### src/rtl/psram_ctrl_pkg.sv
`timescale 1ns/1ps
package psram_ctrl_pkg;

  typedef enum logic [2:0] {
    PS_IDLE,
    PS_READ,
    PS_PAGE,
    PS_WRITE,
    PS_RECOVER
  } psram_state_e;

  // Round a minimum time up to whole clock cycles
  function automatic int ns_to_cyc(input int ns, input int period);
    return (ns + period - 1) / period;
  endfunction

  function automatic int imax(input int a, input int b);
    return (a > b) ? a : b;
  endfunction

endpackage

### src/rtl/psram_cycle_cnt.sv
`timescale 1ns/1ps
module psram_cycle_cnt #(
  parameter int W = 4
) (
  input  logic         clk,
  input  logic         rst_n,
  input  logic         clr,
  input  logic         en,
  output logic [W-1:0] q
);

  logic [W-1:0] q_nxt;

  always_comb begin
    q_nxt = q;
    if (clr)     q_nxt = '0;
    else if (en) q_nxt = q + 1'b1;
  end

  always_ff @(posedge clk or negedge rst_n) begin
    if (!rst_n) q <= '0;
    else        q <= q_nxt;
  end

endmodule

### src/rtl/psram_access_fsm.sv
`timescale 1ns/1ps
module psram_access_fsm
  import psram_ctrl_pkg::*;
#(
  parameter int T_ACC  = 9,
  parameter int T_PAGE = 3,
  parameter int T_WRL  = 9,
  parameter int T_REC  = 2,
  parameter int T_MAX  = 1250,
  parameter int PW     = 4,
  parameter int CW     = 11
) (
  input  logic          clk,
  input  logic          rst_n,
  input  logic          cmd_fire,
  input  logic          cmd_write,
  input  logic          last_beat,
  input  logic [PW-1:0] phase,
  input  logic [CW-1:0] active,
  output psram_state_e  state,
  output logic          beat_end,
  output logic          more,
  output logic          phase_clr
);

  psram_state_e state_nxt;
  logic         room;

  always_comb begin
    beat_end = ((state == PS_READ) && (phase == PW'(T_ACC - 1))) ||
               ((state == PS_PAGE) && (phase == PW'(T_PAGE - 1)));
    // cycles spent so far incl. this one, plus one more page beat
    room     = (32'(active) + 32'd1 + 32'(T_PAGE)) <= 32'(T_MAX);
    more     = !last_beat && room;
    state_nxt = state;
    unique case (state)
      PS_IDLE:          if (cmd_fire) state_nxt = cmd_write ? PS_WRITE : PS_READ;
      PS_READ, PS_PAGE: if (beat_end) state_nxt = more ? PS_PAGE : PS_RECOVER;
      PS_WRITE:         if (phase == PW'(T_WRL - 1)) state_nxt = PS_RECOVER;
      PS_RECOVER:       if (phase == PW'(T_REC - 1)) state_nxt = PS_IDLE;
      default:          state_nxt = PS_IDLE;
    endcase
    phase_clr = beat_end || (state_nxt != state);
  end

  always_ff @(posedge clk or negedge rst_n) begin
    if (!rst_n) state <= PS_IDLE;
    else        state <= state_nxt;
  end

  // recovery always passes through idle before a new access
  assert_recover_to_idle_R8: assert property (@(posedge clk) disable iff (!rst_n)
    (state == PS_RECOVER && phase_clr) |=> (state == PS_IDLE));

endmodule

### src/rtl/psram_async_ctrl.sv
`timescale 1ns/1ps
module psram_async_ctrl
  import psram_ctrl_pkg::*;
#(
  parameter int CLK_NS        = 8,
  parameter int ADDR_W        = 21,
  parameter int DATA_W        = 16,
  parameter int PAGE_BITS     = 4,
  parameter int RD_CYCLE_NS   = 70,
  parameter int OE_NS         = 25,
  parameter int PAGE_NS       = 20,
  parameter int WR_CYCLE_NS   = 70,
  parameter int WE_PULSE_NS   = 50,
  parameter int ADDR_END_NS   = 60,
  parameter int CE_HIGH_NS    = 10,
  parameter int MAX_ACTIVE_NS = 10000
) (
  input  logic                 clk,
  input  logic                 rst_n,
  input  logic                 cmd_valid,
  output logic                 cmd_ready,
  input  logic                 cmd_write,
  input  logic [ADDR_W-1:0]    cmd_addr,
  input  logic [DATA_W-1:0]    cmd_wdata,
  input  logic [DATA_W/8-1:0]  cmd_be,
  input  logic [PAGE_BITS-1:0] cmd_len,
  output logic                 rsp_valid,
  output logic [DATA_W-1:0]    rsp_data,
  output logic                 rsp_last,
  output logic [ADDR_W-1:0]    mem_addr,
  output logic                 mem_ce_n,
  output logic                 mem_oe_n,
  output logic                 mem_we_n,
  output logic                 mem_lb_n,
  output logic                 mem_ub_n,
  output logic [DATA_W-1:0]    mem_dq_o,
  output logic                 mem_dq_oe,
  input  logic [DATA_W-1:0]    mem_dq_i
);

  localparam int LANES  = DATA_W / 8;
  localparam int T_ACC  = imax(ns_to_cyc(RD_CYCLE_NS, CLK_NS), ns_to_cyc(OE_NS, CLK_NS));
  localparam int T_PAGE = ns_to_cyc(PAGE_NS, CLK_NS);
  localparam int T_WE   = imax(ns_to_cyc(WE_PULSE_NS, CLK_NS), ns_to_cyc(ADDR_END_NS, CLK_NS) - 1);
  localparam int T_WRL  = imax(ns_to_cyc(WR_CYCLE_NS, CLK_NS), T_WE + 2);
  localparam int T_REC  = imax(ns_to_cyc(CE_HIGH_NS, CLK_NS), 1);
  localparam int T_MAX  = MAX_ACTIVE_NS / CLK_NS;
  localparam int T_LONG = imax(imax(T_ACC, T_WRL), imax(T_PAGE, T_REC));
  localparam int PW     = $clog2(T_LONG + 1);
  localparam int CW     = $clog2(T_MAX + 2);

  // Reset: asserted asynchronously, released on a clock edge
  logic [1:0] rst_sync;
  logic       rst_i;
  always_ff @(posedge clk or negedge rst_n) begin
    if (!rst_n) rst_sync <= 2'b00;
    else        rst_sync <= {rst_sync[0], 1'b1};
  end
  assign rst_i = rst_sync[1];

  psram_state_e         state;
  logic                 beat_end, more, phase_clr, cmd_fire, last_beat, active_n;
  logic [PW-1:0]        phase;
  logic [CW-1:0]        active_cnt;

  logic [ADDR_W-1:0]    addr_q, addr_n;
  logic [LANES-1:0]     be_q, be_n;
  logic [DATA_W-1:0]    wd_q, wd_n;
  logic [PAGE_BITS-1:0] left_q, left_n;
  logic                 ld_en;
  logic [DATA_W-1:0]    lane_mask;
  logic                 rv_n, rl_n;
  logic [DATA_W-1:0]    rd_n;

  psram_cycle_cnt #(.W(PW)) u_phase (
    .clk(clk), .rst_n(rst_i), .clr(phase_clr), .en(1'b1), .q(phase));

  psram_cycle_cnt #(.W(CW)) u_active (
    .clk(clk), .rst_n(rst_i), .clr(!active_n), .en(active_n), .q(active_cnt));

  psram_access_fsm #(
    .T_ACC(T_ACC), .T_PAGE(T_PAGE), .T_WRL(T_WRL), .T_REC(T_REC),
    .T_MAX(T_MAX), .PW(PW), .CW(CW)
  ) u_fsm (
    .clk(clk), .rst_n(rst_i), .cmd_fire(cmd_fire), .cmd_write(cmd_write),
    .last_beat(last_beat), .phase(phase), .active(active_cnt),
    .state(state), .beat_end(beat_end), .more(more), .phase_clr(phase_clr));

  for (genvar g = 0; g < LANES; g++) begin : g_lane
    assign lane_mask[g*8 +: 8] = {8{be_q[g]}};
  end

  always_comb begin
    cmd_ready = (state == PS_IDLE);
    cmd_fire  = cmd_valid && cmd_ready;
    last_beat = (left_q == '0);
    active_n  = (state == PS_READ) || (state == PS_PAGE) || (state == PS_WRITE);
    ld_en     = cmd_fire || (beat_end && more);
    addr_n = addr_q;
    be_n   = be_q;
    wd_n   = wd_q;
    left_n = left_q;
    if (cmd_fire) begin
      addr_n = cmd_addr;
      be_n   = cmd_be;
      wd_n   = cmd_wdata;
      left_n = cmd_write ? '0 : cmd_len;
    end else if (beat_end && more) begin
      addr_n[PAGE_BITS-1:0] = addr_q[PAGE_BITS-1:0] + 1'b1;
      left_n                = left_q - 1'b1;
    end
    rv_n = beat_end;
    rd_n = mem_dq_i & lane_mask;
    rl_n = beat_end && !more;
  end

  always_ff @(posedge clk or negedge rst_i) begin
    if (!rst_i) begin
      addr_q <= '0;
      be_q   <= '0;
      wd_q   <= '0;
      left_q <= '0;
    end else if (ld_en) begin
      addr_q <= addr_n;
      be_q   <= be_n;
      wd_q   <= wd_n;
      left_q <= left_n;
    end
  end

  always_ff @(posedge clk or negedge rst_i) begin
    if (!rst_i) begin
      rsp_valid <= 1'b0;
      rsp_last  <= 1'b0;
      rsp_data  <= '0;
    end else begin
      rsp_valid <= rv_n;
      rsp_last  <= rl_n;
      if (beat_end) rsp_data <= rd_n;
    end
  end

  always_comb begin
    mem_addr  = addr_q;
    mem_ce_n  = !active_n;
    mem_oe_n  = !((state == PS_READ) || (state == PS_PAGE));
    mem_we_n  = !((state == PS_WRITE) && (phase != '0) && (phase <= PW'(T_WE)));
    mem_lb_n  = !active_n || !be_q[0];
    mem_ub_n  = !active_n || !be_q[LANES-1];
    mem_dq_o  = wd_q;
    mem_dq_oe = (state == PS_WRITE);
  end

  // memory output disabled while write enable is low
  assert_oe_off_in_write_R7: assert property (@(posedge clk) disable iff (!rst_i)
    !mem_we_n |-> (mem_oe_n && mem_dq_oe));

  // address and data frozen while write enable is low
  assert_write_stable_R5: assert property (@(posedge clk) disable iff (!rst_i)
    !mem_we_n |-> ($stable(mem_addr) && $stable(mem_dq_o)));

  // only the in-page bits move while output enable stays low
  assert_page_upper_R3: assert property (@(posedge clk) disable iff (!rst_i)
    (!mem_oe_n && $past(!mem_oe_n)) |->
      (mem_addr[ADDR_W-1:PAGE_BITS] == $past(mem_addr[ADDR_W-1:PAGE_BITS])));

  // active time bounded by the cap
  assert_active_cap_R4: assert property (@(posedge clk) disable iff (!rst_i)
    !mem_ce_n |-> (32'(active_cnt) < 32'(T_MAX)));

  // chip enable high for at least two cycles after an access
  assert_ce_high_gap_R8: assert property (@(posedge clk) disable iff (!rst_i)
    $rose(mem_ce_n) |=> mem_ce_n);

  // a response follows a cycle with the memory selected
  assert_rsp_after_access_R2: assert property (@(posedge clk) disable iff (!rst_i)
    rsp_valid |-> $past(!mem_oe_n));

endmodule

### config.mk
export PLATFORM = sky130hd
export DESIGN_NAME = psram_async_ctrl
export DESIGN_NICKNAME = d
export VERILOG_FILES = /design/src/rtl/psram_ctrl_pkg.sv /design/src/rtl/psram_cycle_cnt.sv /design/src/rtl/psram_access_fsm.sv /design/src/rtl/psram_async_ctrl.sv
export SDC_FILE = /design/constraint.sdc
export NUM_CORES = 1
export LEC_CHECK = 0
export ABC_AREA = 1
export BUFFER_PORTS_ARGS = -buffer_cell sky130_fd_sc_hd__buf_4
export CAP_MARGIN = 20
export CORE_ASPECT_RATIO = 0.75
export CORE_MARGIN = 3
export CORE_UTILIZATION = 51
export CTS_CLUSTER_SIZE = 8
export DETAILED_ROUTE_END_ITERATION = 8
export PLACE_DENSITY = 0.8
export SLEW_MARGIN = 20
export SYNTH_ARGS = -nofsm -noshare
export SYNTH_HDL_FRONTEND = slang
export SYNTH_SLANG_ARGS = --single-unit
### constraint.sdc
create_clock -name clk -period 3.1 [get_ports clk]
set_input_delay 0 -clock clk [delete_from_list [all_inputs] [get_ports clk]]
set_output_delay 0 -clock clk [all_outputs]
set_load 0.1 [all_outputs]
==> metrics.txt <==
remaining routing DRC violations 0; worst-margin pin slew 989 ps; WP data arrival 2830 ps; Sink Count 81; critical path's slowest cell dfrtp_1; # setup viols final 0; Resized cells post-CTS 0; delay-heaviest family, CP simple AND/OR/NAND/NOR gates; vias per inst 5.21; Hold Path Class in2reg; Via Count 4054; die width 108 um; mean area per synthesized cell 8.10 um2; predominant post-synthesis flop cell dfrtp_1; ANT nets after route 0; status finished, final reports clean; Yosys warning count 0; die area 8960 um2; P&R area growth vs syn 44.7%; # IOs 125; Max transition margin 34.1%; fin nets 744; Fin Clk Skew 12.9 ps; cell accounting for the most synthesized area dfrtp_1; H-tree depth 3; worst-path fanout max 11; CTS max path bufs 2; layout cells sized above 1 26.9%; CP Class reg2reg; Post-synth EDFFs 0; DIE HEIGHT 82.7 um; core area 7470 um2; Critical Path RT 3340 ps; pin count of the biggest net entering global routing 80; Pins Over Slew Limit 0; number of port buffers 124; most instantiated library cell after synthesis nand2_1; clk_lat worst skew 350 ps; period utilisation layout 83.7%; Root Buffer clkbuf_8; routability cong. 0.836; wire length of the first global-routing pass 18.2 mm; Syn Std Cell Area 4000 um2; final hold vios 0; number of global-route vias before repair 3844; CTS Buf Count 9; Final TNS setup 0 ps; post-synthesis register bit count 81; iteration-0 DRC count of the detailed router 220; initial antenna violation count 0; commonest cells in the netlist nand2_1, dfrtp_1, nand3_1, inv_1, nor2_1; Avg WL per Cell 15.0 um; synthesized instance count 494; final period demand of the worst path 2590 ps; CP dominant cell by count nand2_1; Diodes inserted 0; Mapped Nets 566; crit start category flop; Post-DP HPWL 7.26 mm; # rows 27; area share of the largest cell type after synthesis 50.6%; CTS clk-pin slew, worst paths 90 ps; Critical Path Sink Type flop; DRT Wirelength 11.7 mm; Cell variety after synth 34; RSZ-0062 raised after global routing false; CTS tree yes; All-Layer GR Usage 26.0%; Detailed Routing Iterations Pass 1 5; CP bufs+invs 2; FF-to-FF setup slack 510 ps; critical path, cell by cell inv_1 > ha_1 > nand2_1 > nand3_1 > inv_1 > nand3_1 > nor2_2 > nand3_1 > nand2_1 > nand2_1 > nor2_2 > nand2_1 > nand2_2 > nand2_1 > nand2_1 > nand3_1 > nand2_1 > nor2_1; Congestion Overflow GR 0; Crit path largest cell delay 570 ps; Seq/Total Area, Yosys 50.6%; dominant cells by area after synthesis dfrtp_1, nand2_1, nand3_1; async set or reset register ratio after synthesis 100%; max_cap viols 0; FMAX 0.386 GHz; Initial Util 53.6%
==> flip-flops by register name (all words and copies together), names as in the netlist <==
signal       cells
u_active.q      11
rst_sync         2
u_phase.q        4
rsp_valid        1
rsp_last         1
rsp_data        16
be_q             2
mem_dq_o        16
left_q           4
u_fsm.state      3
mem_addr        21
==> what timing repair did <==
item,CTS,global route
endpoints found under the setup margin,0,0
buffers inserted,0,0
hold buffers,58,0
endpoints found under the hold margin,58,0
==> path summary, 6_finish.rpt <==
check,from,endpoint,cells after the start
max,u_active.q[0],u_phase.q[0],18
min,cmd_len[1],left_q[1],5
max reg2reg,u_active.q[0],u_phase.q[0],18
min reg2reg,rst_sync[0],rst_sync[1],0
max in group asynchronous,rst_sync[1],mem_dq_o[7],0
min in group asynchronous,rst_sync[1],mem_addr[3],0
==> cells in the final DEF, fill, tap and decap left out, types with 2 or more instances in the layout <==
| cell | count |
|---|---|
| inv_1 | 44 |
| nor3_1 | 3 |
| nand3_1 | 54 |
| nor2_2 | 6 |
| nand2_2 | 12 |
| o22ai_1 | 5 |
| buf_4 | 127 |
| nor2_1 | 28 |
| nand2_1 | 187 |
| clkbuf_8 | 11 |
| dlygate4sd3_1 | 58 |
| nor2_4 | 2 |
| a21oi_1 | 3 |
| or2_2 | 2 |
| o21ai_0 | 5 |
| clkinvlp_4 | 2 |
| nand4_1 | 6 |
| nand2_4 | 3 |
| xor2_1 | 3 |
| nand3_2 | 2 |
| o21ai_2 | 6 |
| ha_1 | 9 |
| inv_2 | 2 |
| xnor2_1 | 5 |
| dfrtp_1 | 80 |
==> tightest hold or removal path: cells and delay by family <==
kind                   cells  cell delay (ps)
buffers and inverters      2              160
AO/OA/AOI/OAI              2              110
AND/OR/NAND/NOR            1               80
==> routing by layer <==
layer / track usage [%] / wire [um] / part of all wire (%) / vias to the layer above
met4: 10.2 / 294 / 2.5 / 0
met5: 0 / 0 / 0 / -
met3: 6.22 / 699 / 6.0 / 31
met1: 31.2 / 4600 / 40 / 1951
li1: - / - / - / 1901
met2: 46.0 / 6060 / 52 / 171
==> cell type report <==
class | count | area [um2]
clock buffers | 11 | 151
clock inverters | 5 | 62.6
fillers | 517 | 1680
inverters | 46 | 173
multi-input cells | 349 | 1710
flip-flops and latches | 81 | 2030
well taps | 101 | 126
repair buffers | 185 | 1530
==> cell families (layout without fill, tap and decap cells) <==
kind of cell               Yosys count  after routing  share of synthesized area (%)
AOI/OAI and AO/OA                   23             23                           4.00
xor gates and xnor gates             8              8                           1.75
adders and majority gates            9              9                           2.81
buffers and inverters               64            247                           6.75
DFF                                 81             81                           50.6
other                                1              1                         0.0937
and+or+nand+nor                    308            308                           33.9
==> through the flow <==
stage / util (%) / area (um2) / hold WS [ps] / worst slack, ps / std cells
CTS: 77.6 / 5790 / 7.81 / 513 / 778
floorplan: - / 4010 / -296 / 259 / 494
global route: 77.6 / 5790 / 36.6 / 239 / 778
detailed placement: 66.9 / 5000 / -214 / 531 / 704
finish: 77.6 / 5790 / 24.2 / 506 / 778
global placement: 66.9 / 5000 / -216 / 699 / 704
Power is not shown: default switching activity piles up to over one toggle a cycle in this logic, so the estimate is an artifact.
